## config.mk

```make
export PLATFORM = sky130hd
export DESIGN_NAME = spi_mem_front
export DESIGN_NICKNAME = d
export VERILOG_FILES = /design/src/rtl/spi_mem_pkg.sv /design/src/rtl/spi_mem_sync.sv /design/src/rtl/spi_mem_pins.sv /design/src/rtl/spi_mem_ctrl.sv /design/src/rtl/spi_mem_front.sv
export SDC_FILE = /design/constraint.sdc
export NUM_CORES = 1
export LEC_CHECK = 0
export CAP_MARGIN = 30
export CORE_MARGIN = 1.5
export CORE_UTILIZATION = 50
export DETAILED_ROUTE_END_ITERATION = 6
export GPL_TIMING_DRIVEN = 0
export PLACE_DENSITY = 0.85
export SKIP_CTS_REPAIR_TIMING = 1
export SYNTH_ARGS = -nofsm -noshare
export SYNTH_HDL_FRONTEND = slang
export SYNTH_SLANG_ARGS = --single-unit
```

## constraint.sdc

```tcl
create_clock -name clk_i -period 2.5 [get_ports clk_i]
set_input_delay 0.25 -clock clk_i [delete_from_list [all_inputs] [get_ports clk_i]]
set_output_delay 0.25 -clock clk_i [all_outputs]
set_load 0.005 [all_outputs]
```

## src/rtl/spi_mem_pkg.sv

```systemverilog
package spi_mem_pkg;

  typedef enum logic [2:0] {
    PH_IDLE, PH_OPC, PH_ADDR, PH_RDAT, PH_WDAT, PH_SRD, PH_SWR, PH_LOCK
  } phase_e;

  typedef enum logic [2:0] {
    C_BAD, C_WREN, C_WRDI, C_RDSR, C_WRSR, C_READ, C_WRITE
  } cmd_e;

  // bit 3 is don't-care, upper nibble must be zero
  function automatic cmd_e decode_op(input logic [7:0] b);
    cmd_e c;
    c = C_BAD;
    if (b[7:4] == 4'h0) begin
      case (b[2:0])
        3'b110:  c = C_WREN;
        3'b100:  c = C_WRDI;
        3'b101:  c = C_RDSR;
        3'b001:  c = C_WRSR;
        3'b011:  c = C_READ;
        3'b010:  c = C_WRITE;
        default: c = C_BAD;
      endcase
    end
    return c;
  endfunction

endpackage

```

## src/rtl/spi_mem_sync.sv

```systemverilog
module spi_mem_sync #(
  parameter int          W   = 4,
  parameter logic [W-1:0] RST = '0
) (
  input  logic         clk_i,
  input  logic         rst_ni,
  input  logic [W-1:0] d_i,
  output logic [W-1:0] q_o
);
  logic [W-1:0] s1_q, s2_q;

  always_ff @(posedge clk_i or negedge rst_ni) begin
    if (!rst_ni) begin
      s1_q <= RST;
      s2_q <= RST;
    end else begin
      s1_q <= d_i;
      s2_q <= s1_q;
    end
  end

  assign q_o = s2_q;
endmodule

```

## src/rtl/spi_mem_pins.sv

```systemverilog
module spi_mem_pins (
  input  logic clk_i,
  input  logic rst_ni,
  input  logic sck_i,
  input  logic cs_ni,
  input  logic hold_ni,
  input  logic si_i,
  output logic sel_o,
  output logic held_o,
  output logic cs_fall_o,
  output logic cs_rise_o,
  output logic rise_o,
  output logic fall_o,
  output logic si_o
);
  localparam int NPIN = 4;
  // order {sck, cs_n, hold_n, si}
  localparam logic [NPIN-1:0] PIN_RST = 4'b0110;

  logic [NPIN-1:0] pin_s;
  logic sck_s, csn_s, holdn_s;
  logic sck_q, csn_q, held_q;

  spi_mem_sync #(.W(NPIN), .RST(PIN_RST)) u_sync (
    .clk_i (clk_i),
    .rst_ni(rst_ni),
    .d_i   ({sck_i, cs_ni, hold_ni, si_i}),
    .q_o   (pin_s)
  );

  assign {sck_s, csn_s, holdn_s, si_o} = pin_s;

  always_ff @(posedge clk_i or negedge rst_ni) begin
    if (!rst_ni) begin
      sck_q  <= 1'b0;
      csn_q  <= 1'b1;
      held_q <= 1'b0;
    end else begin
      sck_q <= sck_s;
      csn_q <= csn_s;
      if (csn_s)       held_q <= 1'b0;
      else if (!sck_s) held_q <= !holdn_s;  // hold changes only with SCK low
    end
  end

  assign sel_o     = !csn_s;
  assign held_o    = held_q;
  assign cs_fall_o = csn_q && !csn_s;
  assign cs_rise_o = !csn_q && csn_s;
  assign rise_o    = sel_o && !held_q && sck_s && !sck_q;
  assign fall_o    = sel_o && !held_q && !sck_s && sck_q;

  a_r10_hold_needs_sel: assert property (@(posedge clk_i) disable iff (!rst_ni)
    held_q |-> $past(!csn_s));
  a_r11_no_edge_desel: assert property (@(posedge clk_i) disable iff (!rst_ni)
    csn_s |-> !(rise_o || fall_o));
endmodule

```

## src/rtl/spi_mem_ctrl.sv

```systemverilog
module spi_mem_ctrl
  import spi_mem_pkg::*;
#(
  parameter int AW = 15
) (
  input  logic          clk_i,
  input  logic          rst_ni,
  input  logic          sel_i,
  input  logic          held_i,
  input  logic          cs_fall_i,
  input  logic          cs_rise_i,
  input  logic          rise_i,
  input  logic          fall_i,
  input  logic          si_i,
  input  logic          busy_i,
  input  logic [7:0]    status_i,
  input  logic [7:0]    mem_data_i,
  output logic [AW-1:0] mem_addr_o,
  output logic          so_o,
  output logic          so_en_o,
  output logic          wren_o,
  output logic          wrdi_o,
  output logic          stat_wr_o,
  output logic [7:0]    stat_data_o,
  output logic          wr_byte_o,
  output logic [AW-1:0] wr_addr_o,
  output logic [7:0]    wr_data_o,
  output logic          wr_done_o
);
  localparam int ADDR_BITS = 16;
  localparam logic [3:0] BYTE_LAST = 4'd7;
  localparam logic [3:0] ADDR_LAST = 4'(ADDR_BITS - 1);

  phase_e        phase_q;
  logic [3:0]    bcnt_q;
  logic [6:0]    in_sh_q;
  logic [AW-2:0] adr_sh_q;
  logic          rd_q, ovld_q, wany_q;
  logic [AW-1:0] wadr_q, radr_q;
  logic [7:0]    out_sh_q;
  logic [2:0]    ocnt_q;

  logic [7:0]    in_byte;
  logic [AW-1:0] adr_full;
  cmd_e          cmd;
  logic          out_ph;

  assign in_byte  = {in_sh_q, si_i};
  assign adr_full = {adr_sh_q, si_i};
  assign cmd      = decode_op(in_byte);
  assign out_ph   = (phase_q == PH_RDAT) || (phase_q == PH_SRD);

  always_ff @(posedge clk_i or negedge rst_ni) begin
    if (!rst_ni) begin
      phase_q     <= PH_IDLE;
      bcnt_q      <= '0;
      in_sh_q     <= '0;
      adr_sh_q    <= '0;
      rd_q        <= 1'b0;
      ovld_q      <= 1'b0;
      wany_q      <= 1'b0;
      wadr_q      <= '0;
      radr_q      <= '0;
      out_sh_q    <= '0;
      ocnt_q      <= '0;
      wren_o      <= 1'b0;
      wrdi_o      <= 1'b0;
      stat_wr_o   <= 1'b0;
      stat_data_o <= '0;
      wr_byte_o   <= 1'b0;
      wr_addr_o   <= '0;
      wr_data_o   <= '0;
      wr_done_o   <= 1'b0;
    end else begin
      wren_o    <= 1'b0;
      wrdi_o    <= 1'b0;
      stat_wr_o <= 1'b0;
      wr_byte_o <= 1'b0;
      wr_done_o <= 1'b0;
      if (cs_fall_i) begin
        phase_q <= PH_OPC;
        bcnt_q  <= '0;
        ocnt_q  <= '0;
        ovld_q  <= 1'b0;
        wany_q  <= 1'b0;
      end else if (cs_rise_i) begin
        if (phase_q == PH_WDAT && wany_q) wr_done_o <= 1'b1;
        phase_q <= PH_IDLE;
        ovld_q  <= 1'b0;
      end else begin
        if (rise_i) begin
          in_sh_q <= in_byte[6:0];
          bcnt_q  <= bcnt_q + 4'd1;
          case (phase_q)
            PH_OPC: if (bcnt_q == BYTE_LAST) begin
              bcnt_q <= '0;
              if (cmd == C_BAD || (busy_i && cmd != C_RDSR)) phase_q <= PH_LOCK;
              else begin
                case (cmd)
                  C_WREN:  begin wren_o <= 1'b1; phase_q <= PH_IDLE; end
                  C_WRDI:  begin wrdi_o <= 1'b1; phase_q <= PH_IDLE; end
                  C_RDSR:  phase_q <= PH_SRD;
                  C_WRSR:  phase_q <= PH_SWR;
                  C_READ:  begin rd_q <= 1'b1; phase_q <= PH_ADDR; end
                  C_WRITE: begin rd_q <= 1'b0; phase_q <= PH_ADDR; end
                  default: phase_q <= PH_LOCK;
                endcase
              end
            end
            PH_ADDR: begin
              adr_sh_q <= {adr_sh_q[AW-3:0], si_i};  // high bits fall off
              if (bcnt_q == ADDR_LAST) begin
                bcnt_q <= '0;
                if (rd_q) begin
                  radr_q  <= adr_full;
                  phase_q <= PH_RDAT;
                end else begin
                  wadr_q  <= adr_full;
                  phase_q <= PH_WDAT;
                end
              end
            end
            PH_WDAT: if (bcnt_q == BYTE_LAST) begin
              bcnt_q    <= '0;
              wr_byte_o <= 1'b1;
              wr_data_o <= in_byte;
              wr_addr_o <= wadr_q;
              wadr_q    <= wadr_q + 1'b1;
              wany_q    <= 1'b1;
            end
            PH_SWR: if (bcnt_q == BYTE_LAST) begin
              stat_wr_o   <= 1'b1;
              stat_data_o <= in_byte;
              phase_q     <= PH_IDLE;
            end
            default: ;
          endcase
        end
        if (fall_i && out_ph) begin
          ocnt_q <= ocnt_q + 3'd1;
          if (ocnt_q == 3'd0) begin
            ovld_q <= 1'b1;
            if (phase_q == PH_RDAT) begin
              out_sh_q <= mem_data_i;
              radr_q   <= radr_q + 1'b1;  // prefetch next byte
            end else begin
              out_sh_q <= status_i;
            end
          end else begin
            out_sh_q <= {out_sh_q[6:0], 1'b0};
          end
        end
      end
    end
  end

  assign mem_addr_o = radr_q;
  assign so_o       = out_sh_q[7];
  assign so_en_o    = sel_i && !held_i && ovld_q && out_ph;

  a_r9_one_pulse: assert property (@(posedge clk_i) disable iff (!rst_ni)
    $onehot0({wren_o, wrdi_o, stat_wr_o, wr_byte_o, wr_done_o}));
  a_r7_busy_blocks: assert property (@(posedge clk_i) disable iff (!rst_ni)
    (wren_o || wrdi_o) |-> $past(!busy_i));
  a_r3_lock_silent: assert property (@(posedge clk_i) disable iff (!rst_ni)
    (phase_q == PH_LOCK) |-> (!so_en_o && !wr_byte_o && !stat_wr_o));
  a_r5_addr_hold: assert property (@(posedge clk_i) disable iff (!rst_ni)
    (phase_q == PH_RDAT && !fall_i && !cs_fall_i) |=> $stable(radr_q));
  a_r9_done_after_byte: assert property (@(posedge clk_i) disable iff (!rst_ni)
    wr_done_o |-> $past(wany_q));
endmodule

```

## src/rtl/spi_mem_front.sv

```systemverilog
module spi_mem_front #(
  parameter int AW = 15
) (
  input  logic          clk_i,
  input  logic          rst_ni,
  input  logic          sck_i,
  input  logic          cs_ni,
  input  logic          hold_ni,
  input  logic          si_i,
  output logic          so_o,
  output logic          so_en_o,
  input  logic          busy_i,
  input  logic [7:0]    status_i,
  output logic [AW-1:0] mem_addr_o,
  input  logic [7:0]    mem_data_i,
  output logic          wren_o,
  output logic          wrdi_o,
  output logic          stat_wr_o,
  output logic [7:0]    stat_data_o,
  output logic          wr_byte_o,
  output logic [AW-1:0] wr_addr_o,
  output logic [7:0]    wr_data_o,
  output logic          wr_done_o
);
  logic sel, held, cs_fall, cs_rise, rise, fall, si_s;

  spi_mem_pins u_pins (
    .clk_i    (clk_i),
    .rst_ni   (rst_ni),
    .sck_i    (sck_i),
    .cs_ni    (cs_ni),
    .hold_ni  (hold_ni),
    .si_i     (si_i),
    .sel_o    (sel),
    .held_o   (held),
    .cs_fall_o(cs_fall),
    .cs_rise_o(cs_rise),
    .rise_o   (rise),
    .fall_o   (fall),
    .si_o     (si_s)
  );

  spi_mem_ctrl #(.AW(AW)) u_ctrl (
    .clk_i      (clk_i),
    .rst_ni     (rst_ni),
    .sel_i      (sel),
    .held_i     (held),
    .cs_fall_i  (cs_fall),
    .cs_rise_i  (cs_rise),
    .rise_i     (rise),
    .fall_i     (fall),
    .si_i       (si_s),
    .busy_i     (busy_i),
    .status_i   (status_i),
    .mem_data_i (mem_data_i),
    .mem_addr_o (mem_addr_o),
    .so_o       (so_o),
    .so_en_o    (so_en_o),
    .wren_o     (wren_o),
    .wrdi_o     (wrdi_o),
    .stat_wr_o  (stat_wr_o),
    .stat_data_o(stat_data_o),
    .wr_byte_o  (wr_byte_o),
    .wr_addr_o  (wr_addr_o),
    .wr_data_o  (wr_data_o),
    .wr_done_o  (wr_done_o)
  );

  a_r10_hold_hiz: assert property (@(posedge clk_i) disable iff (!rst_ni)
    held |-> !so_en_o);
  a_r11_desel_hiz: assert property (@(posedge clk_i) disable iff (!rst_ni)
    !sel |-> !so_en_o);
endmodule

```

==> flow_summary.yaml <==
power_and_ir_drop:
  p_leak_nw: 3.30
  peakVddDrop_mv: 0.479
  power_per_cell_area_mw_per_mm2: 788
place:
  place_inst: 794
  dpl_worst_slack_ns: 0.0603
  dp_hpwl_mm: 9.91
  gp_congestion: 0.894
  port_buffers: 75
yosys:
  synth_top_area_frac: 0.482
  syn_area_per_cell_um2: 10.3
  synth_largest_area_cell: "dfrtp_1"
  syn_area_mm2: 0.00592
  synthArstFlopShare: 1.00
  synth_common_cells: "dfrtp_1 (114), nand2_1 (63), mux2_2 (45)"
  yosysSeqAreaShare: 0.504
  synth_fp_nets: 607
  ys_types: 67
  ys_ff_latch: 119
  synth-edff-count: 0
  synth_area_leaders: "dfrtp_1 (48%), mux2_2 (8.6%), nand2_1 (4.0%)"
  synth_flop_cell: "dfrtp_1"
  synth_warnings: 0
  yosysMostFrequentCell: "dfrtp_1"
  syn_inst: 575
timing:
  hold_violations: 0
  rsz0062_at_grt: "true"
  finClkSkew_ns: 0.00709
  tightestPinTransition_ns: 0.625
  clock.fmax_mhz: 421
  min_period_ns: 2.38
  finalCritPeriodShare: 0.951
  relSlewSlack: 0.581
  report.final.setup_viol: 0
  maxSlewViolCount: 0
  whs_ns: 0.240
  worst_slack_ns: 0.122
critical_path:
  worstPathRequired_ns: 2.78
  rr_worst_depth: 7
  critPathLaunchType: "flop"
  r2r_end: "u_ctrl.phase_q[1]"
  cp-end-kind: "flop"
  crit_chain: "or4_1, buf_2, a211oi_2, ha_2, o21ai_0, a2111oi_1, o41ai_1"
  ff2ff_setup_slack_ns: 0.12
  startpoint: "u_ctrl.in_sh_q[3]"
  critPathKind: "flop to flop"
  crit_fanout: 8
  worstReg2RegStart: "u_ctrl.in_sh_q[3]"
  crit_slowest_cell: "or4_1"
  worstPathArrival_ns: 2.65
  worstSetupEndpoint: "u_ctrl.phase_q[1]"
  max_stage_delay_ns: 0.51
drt:
  drc: 0
  drt_first_pass_iters: 5
  highest_layer: "met4"
  wl_met1_mm: 6.38
  drt-wirelength-per-cell_um: 17.7
  ant_nets: 0
  wl_met3_mm: 1.08
  routed_via_density: 6.02
  dr_total_vias: 5003
  drt-total-wl_mm: 14.7
  wl_met2_mm: 6.94
  drtIter0Drc: 437
clocking:
  clock-root-buffer: "clkbuf_16"
  cts_max_path_buffers: 2
  cts_tree: "built"
  clkSlewWorstSetupHoldPaths_ns: 0.05
  cts.sinks: 119
  cts_buffers: 17
  htreeDepth: 4
  clk_latency_ns: 0.42
outcome:
  status: "completed"
global_routing:
  grt_max_degree: 99
  grtUsageTotal: 0.244
  antenna_found_initial: 0
  grt_pass1_wl_mm: 24.6
  gr-total-overflow: 0
  grt_pass1_vias: 4904
min_path:
  min_from: "cs_ni"
  hp-class: "input port to flop"
floorplanning:
  row_count: 39
  pin_count: 76
  initial_utilization: 0.517
  die_width_um: 112
  die-area_mm2: 0.0125
  core_area_mm2: 0.0115
  die_h_um: 112
final_layout:
  layout.nets: 707
  area_delta_synth_final_pct: 27.5
  antenna_cells: 0
  drive_gt1_frac: 0.172
  stdcell_count: 831
job:
  drv_cap: 0
[worst min-delay path by stage]
stage               slack (ns)  depth (start not counted)               endpoint
finish                    0.24                          1  u_pins.u_sync.s1_q[2]
detailed placement        0.11                          1     u_ctrl.out_sh_q[1]
CTS                      -0.33                          1     u_ctrl.out_sh_q[1]
floorplan                -0.05                          0     u_ctrl.adr_sh_q[0]
global route              0.23                          1  u_pins.u_sync.s1_q[2]
global placement          0.33                          0   u_pins.u_sync.q_o[0]
[metrics by stage]
step	TNS, ns	utilization	total power [mW]	area (µm²)
floorplan	0	-	3.06	5920
global placement	-373.00	0.598	3.36	6850
detailed placement	0	0.600	3.44	6880
CTS	0	0.653	5.96	7490
global route	-0.00327	0.659	6.22	7550
finish	0	0.659	5.95	7550
[kinds of logic after synthesis]
family | count (synthesis) | synth area share
buffers and inverters | 47 | 0.0327
adder cells (fa/ha/maj) | 9 | 0.0190
AND/OR/NAND/NOR | 189 | 0.171
multiplexers | 60 | 0.111
XOR/XNOR | 3 | 0.00444
flip-flops | 119 | 0.504
AO/OA/AOI/OAI | 148 | 0.158
[layout by cell type (no fill, tap or decap), types with 7 or more instances in the layout]
| master | instances |
|---|---|
| o31ai_1 | 9 |
| ha_1 | 8 |
| nand3_1 | 12 |
| buf_2 | 11 |
| a21oi_1 | 40 |
| o22ai_1 | 11 |
| dfrtp_1 | 114 |
| nor2_1 | 30 |
| nor3_1 | 11 |
| o21ai_0 | 39 |
| clkbuf_1 | 20 |
| a211oi_1 | 9 |
| clkbuf_16 | 17 |
| mux2_2 | 45 |
| mux2i_1 | 13 |
| nand3b_1 | 7 |
| and3_1 | 7 |
| nand4_1 | 11 |
| clkdlybuf4s50_1 | 74 |
| nand2_1 | 63 |
| inv_1 | 14 |
[where the power goes]
group / internal (mW) / switching (mW) / leakage (nW)
Clock: 1.67 / 0.834 / 0.304
Combinational: 0.522 / 0.703 / 1.41
Sequential: 2.09 / 0.141 / 1.58
Total: 4.28 / 1.68 / 3.30
[per-layer routing]
layer / global-route usage / vias up
met3: 0.0735 / 35
met4: 0.0987 / 0
met5: 0 / -
li1: - / 2326
met2: 0.380 / 253
met1: 0.321 / 2389
[sequential cells by signal, indices dropped and copies added (netlist names), 3 cells and up]
name and flops:
u_ctrl.out_sh_q 8, u_pins.u_sync.q_o 4, u_ctrl.adr_sh_q 14, u_ctrl.phase_q 3, u_ctrl.wr_addr_o 15, u_ctrl.in_sh_q 7
u_ctrl.ocnt_q 3, u_ctrl.wadr_q 15, u_ctrl.mem_addr_o 15, u_pins.u_sync.s1_q 4, u_ctrl.bcnt_q 4, u_ctrl.stat_data_o 8
u_ctrl.wr_data_o 8
[final cells by class]
type,count,area (µm²)
clock buffer,24,492
timing repair buffer,81,820
buffer,33,146
sequential,119,2980
inverter,14,52.6
tap,143,179
clock inverter,8,119
fill,866,3910
multi-input combinational,409,2760
[worst max-delay path: cells and delay by family, from the launching register on]
kind | cells | cell delay, ns
buffers and inverters | 1 | 0.18
DFF | 1 | 0.45
AOI/OAI and AO/OA | 4 | 0.87
adders and majority gates | 1 | 0.24
and+or+nand+nor | 1 | 0.51
Power figures use the tool's default switching activity.
